**config.mk**
```make
export PLATFORM = sky130hd
export DESIGN_NAME = chain_tx_node
export DESIGN_NICKNAME = d
export VERILOG_FILES = /design/src/rtl/chain_tx_pkg.sv /design/src/rtl/chain_tx_shifter.sv /design/src/rtl/chain_tx_ctrl.sv /design/src/rtl/chain_tx_node.sv
export SDC_FILE = /design/constraint.sdc
export NUM_CORES = 1
export LEC_CHECK = 0
export ABC_AREA = 1
export BUFFER_PORTS_ARGS = -buffer_cell sky130_fd_sc_hd__buf_2
export CORE_AREA = 2 2 56 58
export DETAILED_ROUTE_END_ITERATION = 10
export DIE_AREA = 0 0 58 60
export PLACE_DENSITY = 0.73
export SLEW_MARGIN = 15
export SYNTH_ARGS = -nofsm -noshare
export SYNTH_HDL_FRONTEND = slang
export SYNTH_HIERARCHICAL = 1
export SYNTH_SLANG_ARGS = --single-unit
```
**constraint.sdc**
```tcl
create_clock -name clk_i -period 4 [get_ports clk_i]
set_input_delay 0.6 -clock clk_i [delete_from_list [all_inputs] [get_ports clk_i]]
set_output_delay 0.6 -clock clk_i [all_outputs]
set_load 0.005 [all_outputs]
```
**src/rtl/chain_tx_pkg.sv**
```systemverilog
package chain_tx_pkg;
  typedef enum logic {
    ST_IDLE = 1'b0,
    ST_SEND = 1'b1
  } node_state_e;

  localparam int unsigned MAX_CHIPS = 4;
endpackage

```
**src/rtl/chain_tx_shifter.sv**
```systemverilog
module chain_tx_shifter #(
  parameter int unsigned ID_W      = 2,
  parameter int unsigned PAYLOAD_W = 16,
  parameter bit          STOP_BIT  = 1'b0
) (
  input  logic                 clk_i,
  input  logic                 rst_ni,
  input  logic                 load_i,
  input  logic [ID_W-1:0]      chip_id_i,
  input  logic [PAYLOAD_W-1:0] payload_i,
  output logic                 bit_o,
  output logic                 last_o
);
  localparam int unsigned FRAME_W = ID_W + PAYLOAD_W + 2;
  localparam int unsigned CNT_W   = $clog2(FRAME_W);
  localparam logic [CNT_W-1:0] CNT_TOP = CNT_W'(FRAME_W - 1);

  logic [FRAME_W-1:0] sr_q;
  logic [CNT_W-1:0]   cnt_q;
  logic [FRAME_W-1:0] frame_w;

  // start, id, payload, stop; MSB leaves first
  assign frame_w = {1'b1, chip_id_i, payload_i, STOP_BIT};

  always_ff @(posedge clk_i or negedge rst_ni) begin
    if (!rst_ni) begin
      sr_q  <= '0;
      cnt_q <= '0;
    end else if (load_i) begin
      sr_q  <= frame_w;
      cnt_q <= CNT_TOP;
    end else if (cnt_q != '0) begin
      sr_q  <= {sr_q[FRAME_W-2:0], 1'b0};
      cnt_q <= cnt_q - 1'b1;
    end
  end

  assign bit_o  = sr_q[FRAME_W-1];
  assign last_o = (cnt_q == '0);

  assert_load_count_R2: assert property (@(posedge clk_i) disable iff (!rst_ni)
    load_i |=> (cnt_q == CNT_TOP));
  assert_count_step_R2: assert property (@(posedge clk_i) disable iff (!rst_ni)
    (!load_i && cnt_q != '0) |=> (cnt_q == $past(cnt_q) - 1'b1));
endmodule

```
**src/rtl/chain_tx_ctrl.sv**
```systemverilog
module chain_tx_ctrl
  import chain_tx_pkg::*;
(
  input  logic clk_i,
  input  logic rst_ni,
  input  logic grant_i,
  input  logic evt_valid_i,
  input  logic last_i,
  output logic evt_ready_o,
  output logic load_o,
  output logic busy_o,
  output logic grant_o
);
  node_state_e state_q, state_d;
  logic        grant_q, grant_d;

  assign evt_ready_o = grant_i && (state_q == ST_IDLE);
  assign load_o      = evt_ready_o && evt_valid_i;
  assign busy_o      = (state_q == ST_SEND);
  assign grant_o     = grant_q;

  always_comb begin
    state_d = state_q;
    grant_d = 1'b0;
    unique case (state_q)
      ST_IDLE: begin
        if (grant_i) begin
          if (evt_valid_i) state_d = ST_SEND;
          else             grant_d = 1'b1;  // nothing to send: pass on
        end
      end
      ST_SEND: begin
        if (last_i) begin
          state_d = ST_IDLE;
          grant_d = 1'b1;
        end
      end
      default: state_d = ST_IDLE;
    endcase
  end

  always_ff @(posedge clk_i or negedge rst_ni) begin
    if (!rst_ni) begin
      state_q <= ST_IDLE;
      grant_q <= 1'b0;
    end else begin
      state_q <= state_d;
      grant_q <= grant_d;
    end
  end

  assert_ready_needs_grant_R3: assert property (@(posedge clk_i) disable iff (!rst_ni)
    evt_ready_o |-> (grant_i && !busy_o));
  assert_empty_pass_R4: assert property (@(posedge clk_i) disable iff (!rst_ni)
    (grant_i && !evt_valid_i && !busy_o) |=> grant_o);
  assert_grant_after_frame_R5: assert property (@(posedge clk_i) disable iff (!rst_ni)
    (busy_o && last_i) |=> (grant_o && !busy_o));
  assert_no_grant_mid_frame_R6: assert property (@(posedge clk_i) disable iff (!rst_ni)
    busy_o |-> !grant_o);
endmodule

```
**src/rtl/chain_tx_node.sv**
```systemverilog
module chain_tx_node #(
  parameter int unsigned NUM_CHIPS = 4,
  parameter int unsigned PAYLOAD_W = 16,
  localparam int unsigned ID_W     = $clog2(NUM_CHIPS)
) (
  input  logic                 clk_i,
  input  logic                 rst_ni,
  input  logic [ID_W-1:0]      chip_id_i,
  input  logic [PAYLOAD_W-1:0] evt_data_i,
  input  logic                 evt_valid_i,
  output logic                 evt_ready_o,
  input  logic                 grant_i,
  output logic                 grant_o,
  input  logic                 req_i,
  output logic                 req_o,
  input  logic                 ds_data_i,
  output logic                 ser_o
);
  logic load_w, busy_w, last_w, bit_w;

  chain_tx_ctrl u_ctrl (
    .clk_i       (clk_i),
    .rst_ni      (rst_ni),
    .grant_i     (grant_i),
    .evt_valid_i (evt_valid_i),
    .last_i      (last_w),
    .evt_ready_o (evt_ready_o),
    .load_o      (load_w),
    .busy_o      (busy_w),
    .grant_o     (grant_o)
  );

  chain_tx_shifter #(
    .ID_W      (ID_W),
    .PAYLOAD_W (PAYLOAD_W),
    .STOP_BIT  (1'b0)
  ) u_shift (
    .clk_i     (clk_i),
    .rst_ni    (rst_ni),
    .load_i    (load_w),
    .chip_id_i (chip_id_i),
    .payload_i (evt_data_i),
    .bit_o     (bit_w),
    .last_o    (last_w)
  );

  // own frame while busy, otherwise pass downstream data through
  assign ser_o = busy_w ? bit_w : ds_data_i;
  assign req_o = evt_valid_i || req_i;

  initial begin
    assert (NUM_CHIPS >= 2 && NUM_CHIPS <= chain_tx_pkg::MAX_CHIPS)
      else $error("NUM_CHIPS out of range");
  end

  assert_start_bit_R1: assert property (@(posedge clk_i) disable iff (!rst_ni)
    (evt_valid_i && evt_ready_o) |=> ser_o);
  assert_frame_unbroken_R2: assert property (@(posedge clk_i) disable iff (!rst_ni)
    (busy_w && !last_w) |=> busy_w);
  assert_req_R10: assert property (@(posedge clk_i) disable iff (!rst_ni)
    (evt_valid_i || req_i) |-> req_o);
endmodule

```
; ---- Word level (Yosys, flattened, before mapping)
; Cells that the tools add are included.
[totals]
reg_bits = 27
inputBits = 24
word_cells = 25
[op_classes]
n_addsub = 1
muxes = 13
n_bitwise = 1
reduce_logical = 6
[ops]
columns = cell, n
row1 = $mux 20, 2
row2 = $mux 5, 2
row3 = $mux 1, 7
row4 = $logic_not 5->1, 1
row5 = $reduce_bool 5->1, 1
row6 = $sub 5x1->5 const B, 1
row7 = $pmux 1 s2, 2
row8 = $logic_and 1x1->1, 2
row9 = $reduce_bool 2->1, 1
row10 = $logic_or 1x1->1, 1
row11 = $not 1->1, 1

; ---- Depth between registers and ports, before layout
; Gate-level depths: netlist of run 1.
[logic_depth]
ltp_word = 4
mapped_depth = 8
ltp_nobuf = 7

; ---- Cells and area by module
; The synthesis of run 1 kept the hierarchy.
[by_module_without_submodules]
columns = mod, instances, cells_each, area_per_inst_um2, seq_area_each_um2
row1 = chain_tx_shifter, 1, 172, 1234.9, 600.6
row2 = chain_tx_ctrl, 1, 14, 102.6, 50.0
row3 = chain_tx_node, 1, 5, 21.3, 0.0

; ---- Worst setup path after synthesis of run 1
; OpenSTA, ideal clock, no wires.
[synth_path]
kind = input to register
from = input port evt_valid_i
to = register u_shift.sr_q[13]
arrival_time_ps = 1443
required_ps = 3884
slack_ps = 2441
stages = 8
cell_sequence = nand2_1 nor2_1 inv_1 clkbuf_1 nand2_1 nand2_1 nand2_1 nand2_1
[synth_between]
elab_chain_len = 2
[synth_rtl]
columns = element, line_no
row1 = "start, declared", chain_tx_node.sv:10  ; input logic evt_valid_i,
row2 = $logic_and 1x1->1 *, chain_tx_ctrl.sv:18  ; assign load_o = evt_ready_o && evt_valid_i;
row3 = net load_w, chain_tx_node.sv:19  ; logic load_w, busy_w, last_w, bit_w;
row4 = $mux 20 / $reduce_bool 2->1 (equally long branches), --
row5 = "end signal, assigned", chain_tx_shifter.sv:30  ; sr_q <= frame_w;
row6 = "end signal, assigned", chain_tx_shifter.sv:33  ; sr_q <= {sr_q[FRAME_W-2:0], 1'b0};
row7 = "end, declared", chain_tx_shifter.sv:18  ; logic [FRAME_W-1:0] sr_q;
; The timed path passes the listed nets; every way through them passes the cells marked *.
; A chain may end at the register's enable or synchronous reset.

; ---- Worst setup path after layout of run 1
[layout_path]
from = register u_ctrl.state_q (netlist: u_ctrl/busy_o)
to = register u_shift.sr_q[7]
[layout_between]
elab_chain_len = 4
[layout_rtl]
columns = element, line_no
row1 = "start, declared", chain_tx_ctrl.sv:14  ; node_state_e state_q, state_d;
row2 = "start signal, assigned", chain_tx_ctrl.sv:47  ; state_q <= state_d;
row3 = $not 1->1 *, --
row4 = $logic_and 1x1->1 *, chain_tx_ctrl.sv:17  ; assign evt_ready_o = grant_i && (state_q == ST_IDLE);
row5 = $logic_and 1x1->1 *, chain_tx_ctrl.sv:18
row6 = net load_w, chain_tx_node.sv:19
row7 = $mux 20 / $reduce_bool 2->1 (equally long branches), --
; Marked as above.

==> impl_results.md, run 1 <==
- Outcome: complete, no violations
- Power Density: 612 mW/mm²
- Later-pin clock latency in the skew report: 320 ps
- Setup violators final: 0
- Ant diodes: 0
- Unique masters post-synth: 21
- Total CTS buffers: 3
- DRT Wirelength: 2510 µm
- I/O pins: 28
- Worst path cell trace: nor2_1 > buf_4 > inv_1 > nand4_2 > nand2_1 > nand2_1
- 1st-pass router iterations: 4
- DP Wirelength: 1740 µm
- Peak Freq: 436 MHz
- Worst rel slew slack: 0.556
- Synth Register Bits: 26
- Die Width: 58 µm
- Post-synth EDFFs: 0
- Critical path required time: 4220 ps
- Post-route minimum period: 2290 ps
- Ys async rst share: 1.00
- Root Driver: clkbuf_4
- Die Y: 60 µm
- Max Clock Skew: 2.53 ps
- Nature of the critical path endpoint: flip-flop
- Reg clk slew, reported paths: 140 ps
- Hold Path Class: primary input to async pin
- DR WL/cell: 10.1 µm
- Port Buf Inserts: 27
- Final std cells w/o fill: 249
- Cell accounting for the most synthesized area: dfrtp_1
- Largest net degree at the start of global routing: 27
- Dominant synthesized flop cell: dfrtp_1
- Worst path max stage delay: 590 ps
- Crit share post-route: 0.573
- CTS hold repair buffers: 0
- Drt drc: 0
- Crit-path slowest cell: nand4_2
- Yosys warns: 6
- Rows: 20
- Syn Std Cell Area: 0.00136 mm²
- Worst Slack Setup Final: 1710 ps
- CP arrival: 2520 ps
- Hold_ws: 242 ps
- Setup TNS: 0 ps
- Pre-CTS WS: 1420 ps
- DP Cell Count: 245
- Final Hold Viols: 0
- GRT overflow: 0
- Vias per cell: 4.65
- Crit Path Category: flip-flop to flip-flop
- Setup bufs post-CTS: 0
- GRT Overall Usage: 0.168
- Synth top area share: 0.479
- Number of DRC markers in iteration 0: 24
- Syn_area_per_cell: 7.11 µm²
- Die ar.: 0.00348 mm²
- Final nets: 242
- Clock buffer depth: 2
- CTS-repair resized insts: 0
- Tot Pwr: 941 µW
- Syn Nets: 216
- Vias in the first global route: 1020
- CP max FO: 23
- Fill cells: 311
- Largest cells by area after synthesis: dfrtp_1, nand2_1, inv_1
- Delay-heaviest family, CP: simple AND/OR/NAND/NOR gates
- Gpl congestion: 0.782
- Synthesized instance count: 191
- Vias: 1159
- TritonCTS clock tree: built
- Pins Over Slew Limit: 0
- Register area share after synthesis: 0.479
- Post-synth top cells: nand2_1, dfrtp_1, inv_1, nor2_1, nand3_1
- Initial antenna violation count: 0
- CTS H-tree lvls: 1
- Most used cell, CP: nand2_1
- Maxcap violations: 0
- Critical Path Start Type: flip-flop
- CTS sink count: 26
- Worst-Margin Slew: 665 ps
- Core area: 0.00290 mm²
- Cell with the most instances after synthesis: nand2_1
- Peak VDD IR: 278 µV
- Leakage: 0.938 nW
- Global-route wire length before repair: 4430 µm
- RSZ-0062 raised after global routing: no
- Initial Util: 0.468
- Area growth from synthesis to layout: 13.2%
- Post-detailed-route count of antenna-violating nets: 0
- Worst Path Buf+Inv: 2
- Layout cells sized above 1: 0.176
[registers in the layout, indices dropped and copies added (netlist names)]
register	flops
u_ctrl/grant_o	1
u_shift/cnt_q	5
u_shift/sr_q	19
u_ctrl/busy_o	1
[report_power, final]
| part | switching, mW | internal (mW) | total, mW |
|---|---|---|---|
| registers | 0.0730 | 0.371 | 0.444 |
| logic | 0.222 | 0.143 | 0.365 |
| clock network | 0.0767 | 0.0557 | 0.132 |
| total | 0.372 | 0.569 | 0.941 |
[cell families (layout without fill, tap and decap cells)]
kind of cell / count (synthesis) / after routing / synth area share
buffers and inverters: 22 / 47 / 0.0718
XOR/XNOR: 1 / 1 / 0.00645
flip-flops: 26 / 26 / 0.479
adder cells (fa/ha/maj): 1 / 1 / 0.00921
AO/OA/AOI/OAI: 3 / 3 / 0.0110
AND/OR/NAND/NOR: 138 / 138 / 0.423
[layer usage]
layer	GRT usage	vias up	routed length (µm)
met2	0.271	17	1180
met4	0.0797	0	46
met5	0	-	0
li1	-	618	-
met3	0.0238	5	71
met1	0.225	519	1220
[cell type report]
class	count	area, µm²	area share
Multi-Input combinational cell	143	611	0.397
Clock buffer	4	36.3	0.0236
Inverter	15	56.3	0.0366
Timing Repair Buffer	28	143	0.0928
Tap cell	33	41.3	0.0269
Sequential cell	26	651	0.423
[final timing paths]
check                                            start                           end  slack, ps  cells past startpoint
setup / recovery               u_ctrl/busy_o$_DFF_PN0_   u_shift/sr_q[7]$_DFFE_PN0P_       1710                      6
hold / removal                                  rst_ni  u_shift/cnt_q[4]$_DFFE_PN0P_        240                      1
setup reg to reg               u_ctrl/busy_o$_DFF_PN0_   u_shift/sr_q[7]$_DFFE_PN0P_       1710                      6
hold reg to reg            u_shift/sr_q[3]$_DFFE_PN0P_   u_shift/sr_q[3]$_DFFE_PN0P_        490                      2
max in group asynchronous                       rst_ni   u_shift/sr_q[6]$_DFFE_PN0P_       3380                      1
min in group clk_i                       evt_data_i[0]   u_shift/sr_q[1]$_DFFE_PN0P_        480                      3
[worst reg2reg max path: stages (launching register included)]
cell and delay, ps:
dfrtp_1 510, nor2_1 90, buf_4 220, inv_1 520, nand4_2 600, nand2_1 200, nand2_1 70
[cell usage in the layout, fill, tap and decap left out]
cell	count
nand3_2	1
xor2_1	1
ha_1	1
buf_4	1
inv_2	1
nand4_2	1
inv_1	14
or2_1	1
buf_2	27
o21ai_1	1
nand2_1	121
clkbuf_8	1
nor2_4	2
nand4_1	2
nand3_1	4
o21ai_0	2
clkbuf_4	3
nand3_4	1
nor2_1	5
dfrtp_1	26
[per-stage QoR]
step | cell area [µm²] | util
2_1_floorplan | 1360 | -
3_3_place_gp | 1500 | 0.517
3_5_place_dp | 1500 | 0.517
4_1_cts | 1540 | 0.530
5_1_grt | 1540 | 0.530
6_report | 1540 | 0.530
(Power assumes the default switching activity.)
==> inputs of run 2 (changes only) <==
--- a/config.mk
+++ b/config.mk
@@ -7,9 +7,9 @@
 export LEC_CHECK = 0
 export ABC_AREA = 1
 export BUFFER_PORTS_ARGS = -buffer_cell sky130_fd_sc_hd__buf_2
-export CORE_AREA = 2 2 56 58
+export CORE_AREA = 2 2 57 59
 export DETAILED_ROUTE_END_ITERATION = 10
-export DIE_AREA = 0 0 58 60
+export DIE_AREA = 0 0 59 61
 export PLACE_DENSITY = 0.73
 export SLEW_MARGIN = 15
 export SYNTH_ARGS = -nofsm -noshare
==> constraint.sdc (replaced) <==
create_clock -name clk_i -period 2.1 [get_ports clk_i]
set_input_delay 0.315 -clock clk_i [delete_from_list [all_inputs] [get_ports clk_i]]
set_output_delay 0.315 -clock clk_i [all_outputs]
set_load 0.005 [all_outputs]
==> impl_results.md, run 2 (synthesis results as in run 1) <==
- Crit-path slowest cell: nand4_2
- Peak Freq: 607 MHz (+39%)
- 1st-pass router iterations: 4 (unchanged)
- Cell area after layout: 0.00157 mm² (+2.2%)
- Commonest non-fill, non-tap cell in the layout: nand2_1
- Setup violators final: 0 (unchanged)
- Area growth from synthesis to layout: 15.7%
- Pins Over Slew Limit: 0 (unchanged)
- Worst-Margin Slew: 568 ps (-96.7 ps)
- TritonCTS clock tree: built
- GRT Overall Usage: 0.165 (-0.00274)
- Layout cells sized above 1: 0.179 (+0.00297)
- Max Clock Skew: 12.8 ps (+10.2 ps)
- Drt drc: 0 (unchanged)
- Seq pwr share: 0.452 (-0.020)
- Outcome: complete, no violations
- GRT overflow: 0 (unchanged)
- Most used cell, CP: nand2_1
- Crit Path Category: flip-flop to flip-flop
- CTS H-tree lvls: 1 (unchanged)
- Ant diodes: 0 (unchanged)
- Final Hold Viols: 0 (unchanged)
- Reg2Reg Depth: 5 (-1)
- Biggest regs: u_shift/sr_q x19, u_shift/cnt_q x5
- DRT Wirelength: 2450 µm (-2.5%)
- Die Y: 61 µm (+1.7%)
- Largest net degree at the start of global routing: 27 (unchanged)
- Worst rel slew slack: 0.621 (+0.0649)
- Total CTS buffers: 3 (unchanged)
- Clock share of power: 0.182 (+0.041)
- Peak VDD IR: 686 µV (+150%)
- DR WL/cell: 9.77 µm (-3.2%)
- Largest register by flop count: u_shift/sr_q
- Vias: 1180 (+1.8%)
- CP arrival: 1870 ps (-650 ps)
- Clock buffer depth: 2 (unchanged)
- Cell Int Power: 1.18 mW (+110%)
- Maxcap violations: 0 (unchanged)
- Critical R2R Launch: u_shift/cnt_q[0]$_DFFE_PN0P_
- Setup TNS: 0 ps (unchanged)
- Placed Area: 0.00151 mm² (+0.50%)
- Most frequent cells in the layout: nand2_1, buf_2, dfrtp_1
- Power Density: 1190 mW/mm² (+95%)
- Initial antenna violation count: 0 (unchanged)
- CTS sink count: 26 (unchanged)
- Leakage: 0.953 nW (+1.6%)
- Max reg flops: 19 (unchanged)
- Worst Min Path Start: evt_data_i[0]
- Worst path max stage delay: 450 ps (-140 ps)
- Final core occ: 0.532 (+0.00246)
- Post-route minimum period: 1650 ps (-645 ps)
- Post-detailed-route count of antenna-violating nets: 0 (unchanged)
- Final nets: 244 (+0.83%)
- Critical Path Start Type: flip-flop
- DP Wirelength: 1710 µm (-1.5%)
- Sw frac: 0.372 (-0.0227)
- I/O pins: 28 (unchanged)
- RSZ-0062 raised after global routing: no
- Sequential cell area: 651 µm² (unchanged)
- Comb pwr share: 0.365 (-0.023)
- Reg clk slew, reported paths: 150 ps (about the same)
- Gpl congestion: 0.696 (-11%)
- NetSw: 697 µW (+88%)
- Die ar.: 0.00360 mm² (+3.4%)
- Rows: 20 (unchanged)
- Later-pin clock latency in the skew report: 330 ps (about the same)
- Global-route wire length before repair: 4550 µm (+2.8%)
- Multi-input logic area: 611 µm² (unchanged)
- Initial Util: 0.460 (-0.00793)
- Vias per cell: 4.70 (+1.0%)
- Die Width: 59 µm (+1.7%)
- Hold Path Class: primary input to flip-flop
- Vias in the first global route: 1064 (+4.3%)
- CP max FO: 18 (-22%)
- Number of DRC markers in iteration 0: 33 (+38%)
- Port Buf Inserts: 27 (unchanged)
- Hold Crit Depth: 3
- Core area: 0.00295 mm² (+1.7%)
- Nature of the critical path endpoint: flip-flop
- Worst path cell trace: inv_1 > ha_1 > nand4_2 > nand2_1 > nand2_1
- Crit path from: u_shift/cnt_q[0]$_DFFE_PN0P_
- Fill cells: 307 (-1.3%)
- Crit share post-route: 0.785 (+0.212)
- Critical path required time: 2320 ps (-1900 ps)
- R2r setup slk: 450 ps (-1260 ps)
- Root Driver: clkbuf_4
-- run 2: changes by cell type in the layout (fill, tap and decap cells not counted) --
cell,previous run,this run
bufinv_16,0,1
dlygate4sd3_1,0,1
buf_4,1,2
clkbuf_8,1,0
-- run 2: path summary, 6_finish.rpt --
kind	endpoint
min in group asynchronous	u_shift/cnt_q[4]$_DFFE_PN0P_
worst max register to register	u_shift/sr_q[10]$_DFFE_PN0P_
worst max-delay path	u_shift/sr_q[10]$_DFFE_PN0P_
worst min register to register	u_shift/sr_q[14]$_DFFE_PN0P_
max in group asynchronous	u_shift/sr_q[2]$_DFFE_PN0P_
worst min-delay path	u_shift/sr_q[1]$_DFFE_PN0P_
-- run 2: critical path, delay by kind of cell (launching register included) --
family / cells / cell delay (ps)
simple gates: 3 / 700
flops: 1 / 400
fa+ha+maj: 1 / 330
buf+inv: 1 / 110
-- run 2: repair_timing --
item,CTS,global route
resized for setup,0,0
buffers inserted,0,0
hold buffers,1,0
endpoints found under the hold margin,26,0
setup endpoints to repair,0,0
-- run 2: power groups by stage --
stage / logic (mW) / registers, mW / clock network, mW
after floorplan: 0.569 / 0.823 / 0
after global placement: 0.685 / 0.850 / 0
after detailed placement: 0.694 / 0.854 / 0
after CTS: 0.696 / 0.845 / 0.352
after global routing: 0.825 / 0.877 / 0.372
final: 0.684 / 0.847 / 0.341
-- run 2: area by class of cell --
| class | instances | area share |
|---|---|---|
| Timing Repair Buffer | 30 | 0.102 |
| Tap cell | 33 | 0.0263 |
| Inverter | 15 | 0.0358 |
| Clock inverter | 1 | 0.0191 |
| Sequential cell | 26 | 0.414 |
| Multi-Input combinational cell | 143 | 0.389 |
| Clock buffer | 3 | 0.0143 |
-- run 2: metrics by stage --
stage | std cells | power [mW] | hold WS (ps) | worst slack, ps
2_1_floorplan | 191 | 1.39 | 19.4 | 713
3_3_place_gp | 246 | 1.53 | 347 | 509
3_5_place_dp | 246 | 1.55 | 345 | 472
4_1_cts | 251 | 1.89 | 213 | 437
5_1_grt | 251 | 2.08 | 216 | 281
6_report | 251 | 1.87 | 217 | 452
-- run 2: layer usage --
| layer | global-route usage | part of all wire | vias to the layer above |
|---|---|---|---|
| met1 | 0.225 | 0.48 | 526 |
| met2 | 0.270 | 0.47 | 25 |
| met3 | 0.0448 | 0.044 | 2 |
| met5 | 0 | 0 | - |
| met4 | 0.0292 | 0.0053 | 0 |
| li1 | - | - | 627 |
==> inputs of run 3 (changes only) <==
--- a/config.mk
+++ b/config.mk
@@ -7,9 +7,9 @@
 export LEC_CHECK = 0
 export ABC_AREA = 1
 export BUFFER_PORTS_ARGS = -buffer_cell sky130_fd_sc_hd__buf_2
-export CORE_AREA = 2 2 57 59
+export CORE_AREA = 2 2 56 58
 export DETAILED_ROUTE_END_ITERATION = 10
-export DIE_AREA = 0 0 59 61
+export DIE_AREA = 0 0 58 60
 export PLACE_DENSITY = 0.73
 export SLEW_MARGIN = 15
 export SYNTH_ARGS = -nofsm -noshare
==> constraint.sdc (replaced) <==
create_clock -name clk_i -period 1.7 [get_ports clk_i]
set_input_delay 0.255 -clock clk_i [delete_from_list [all_inputs] [get_ports clk_i]]
set_output_delay 0.255 -clock clk_i [all_outputs]
set_load 0.005 [all_outputs]
==> impl_results.md, run 3 (synthesis results as in run 1) <==
- Critical R2R Launch: u_shift/cnt_q[0]$_DFFE_PN0P_
- Critical Path Start Type: flip-flop
- Initial Util: 0.468 (+0.00793)
- Max reg flops: 19 (unchanged)
- I/O pins: 28 (unchanged)
- Post-route minimum period: 1470 ps (-175 ps)
- R2r setup slk: 230 ps (-220 ps)
- Biggest regs: u_shift/sr_q x19, u_shift/cnt_q x5
- Leakage: 0.958 nW (+0.51%)
- DP Wirelength: 1790 µm (+4.8%)
- Peak Freq: 679 MHz (+12%)
- Die Width: 58 µm (-1.7%)
- Largest net degree at the start of global routing: 27 (unchanged)
- Commonest non-fill, non-tap cell in the layout: nand2_1
- Root Driver: clkbuf_4
- Total CTS buffers: 3 (unchanged)
- Reg2Reg Depth: 6 (+1)
- Largest register by flop count: u_shift/sr_q
- Final nets: 248 (+1.6%)
- Outcome: complete, no violations
- Crit Path Category: flip-flop to flip-flop
- Setup violators final: 0 (unchanged)
- Max Clock Skew: 4.26 ps (-8.51 ps)
- Number of DRC markers in iteration 0: 26 (-21%)
- Cell area after layout: 0.00157 mm² (unchanged)
- Power Density: 1390 mW/mm² (+17%)
- FF-to-FF End: u_shift/sr_q[17]$_DFFE_PN0P_
- Vias in the first global route: 1045 (-1.8%)
- Vias: 1173 (-0.59%)
- Crit-path slowest cell: dfrtp_1
- Worst Min Path Start: evt_data_i[0]
- Most used cell, CP: nand2_1
- Rows: 20 (unchanged)
- Initial antenna violation count: 0 (unchanged)
- Placed Area: 0.00154 mm² (+2.0%)
- Ant diodes: 0 (unchanged)
- Cell Int Power: 1.32 mW (+13%)
- Worst rel slew slack: 0.622 (+0.00107)
- Port Buf Inserts: 27 (unchanged)
- NetSw: 859 µW (+23%)
- Hold Crit Depth: 3 (unchanged)
- Tot Pwr: 2.18 mW (+17%)
- Clock share of power: 0.115 (-0.067)
- Die Y: 60 µm (-1.6%)
- Drt drc: 0 (unchanged)
- CTS sink count: 26 (unchanged)
- Hold EP: u_shift/sr_q[1]$_DFFE_PN0P_
- Delay-heaviest family, CP: simple AND/OR/NAND/NOR gates
- Nature of the critical path endpoint: flip-flop
- CP max FO: 18 (unchanged)
- Setup TNS: 0 ps (unchanged)
- Seq pwr share: 0.476 (+0.024)
- Comb pwr share: 0.408 (+0.043)
- Pins Over Slew Limit: 0 (unchanged)
- Gpl congestion: 0.738 (+6.1%)
- CTS H-tree lvls: 1 (unchanged)
- CP arrival: 1730 ps (-140 ps)
- Clock buffer depth: 2 (unchanged)
- Worst path max stage delay: 400 ps (-50 ps)
- GRT Overall Usage: 0.167 (+0.00159)
- Maxcap violations: 0 (unchanged)
- Global-route wire length before repair: 4430 µm (-2.7%)
- Final Hold Viols: 0 (unchanged)
- Die ar.: 0.00348 mm² (-3.3%)
- Hold_ws: 139 ps (-77.6 ps)
- Sw frac: 0.393 (+0.0211)
- 1st-pass router iterations: 4 (unchanged)
- Peak VDD IR: 760 µV (+11%)
- Fill cells: 304 (-0.98%)
- Worst Path Buf+Inv: 1 (unchanged)
- DR WL/cell: 9.81 µm (+0.47%)
- Critical path required time: 1960 ps (-360 ps)
- Core area: 0.00290 mm² (-1.7%)
- RSZ-0062 raised after global routing: no
- Area growth from synthesis to layout: 15.7% (unchanged)
- Most frequent cells in the layout: nand2_1, buf_2, dfrtp_1
- Worst path cell trace: inv_1 > ha_1 > nand3_4 > nor2_4 > nand2_1 > nand2_1
- Hold Path Class: primary input to flip-flop
- GRT overflow: 0 (unchanged)
- TritonCTS clock tree: built
- Crit share post-route: 0.866 (+0.0816)
- Layout cells sized above 1: 0.190 (+0.0111)
- Post-detailed-route count of antenna-violating nets: 0 (unchanged)
- Vias per cell: 4.62 (-1.8%)
- Reg clk slew, reported paths: 130 ps (-20 ps)
- DRT Wirelength: 2490 µm (+1.7%)
- Later-pin clock latency in the skew report: 310 ps (-20 ps)
- Worst-Margin Slew: 567 ps (-1.61 ps)
-- run 3: metal layers --
layer  vias up  wire length, µm  global-route usage
met5         -                0                   0
met4         0               14              0.0698
met3         2               72              0.0195
met2        14             1180               0.263
met1       525             1230               0.235
li1        632                -                   -
-- run 3: power groups by stage --
stage               combinational (mW)  sequential (mW)  clock (mW)
floorplan                        0.703             1.02           0
global placement                 0.890             1.05           0
detailed placement               0.904             1.05           0
CTS                              0.907             1.04       0.270
global route                      1.06             1.07       0.289
finish                           0.891             1.04       0.252
-- run 3: area by class of cell --
type	instances	area, µm²	area share
Clock buffer	3	22.5	0.0143
Inverter	15	56.3	0.0358
Multi-Input combinational cell	143	611	0.389
Sequential cell	26	651	0.414
Tap cell	33	41.3	0.0263
Timing Repair Buffer	34	190	0.121
-- run 3: how the worst max path moves through the flow --
stage / cells after the start / end / slack [ps] / start
3_5_place_dp: 6 / u_shift/sr_q[3]$_DFFE_PN0P_ / 280 / u_shift/cnt_q[0]$_DFFE_PN0P_
3_3_place_gp: 6 / u_shift/sr_q[10]$_DFFE_PN0P_ / 280 / u_shift/cnt_q[0]$_DFFE_PN0P_
2_1_floorplan: 7 / u_shift/sr_q[13]$_DFFE_PN0P_ / 310 / u_shift/cnt_q[0]$_DFFE_PN0P_
6_report: 6 / u_shift/sr_q[17]$_DFFE_PN0P_ / 230 / u_shift/cnt_q[0]$_DFFE_PN0P_
5_1_grt: 6 / u_shift/sr_q[17]$_DFFE_PN0P_ / 80 / u_shift/cnt_q[0]$_DFFE_PN0P_
4_1_cts: 6 / u_shift/sr_q[17]$_DFFE_PN0P_ / 220 / u_shift/cnt_q[0]$_DFFE_PN0P_
-- run 3: tightest hold or removal path, stage by stage --
cell and delay, ps:
buf_2 80, nand2_1 40, o21ai_0 50
-- run 3: timing repair --
item,CTS,global route
setup endpoints to repair,0,0
resized for setup,0,0
setup buffers,0,0
endpoints found under the hold margin,26,0
hold buffers,1,0
-- run 3: per-stage QoR --
step                      std cells  worst slack (ps)   util
final                           254               227  0.541
after global routing            254              77.3  0.541
after CTS                       254               215  0.541
after detailed placement        250               276  0.530
after global placement          250               276  0.530
after floorplan                 191               313      -
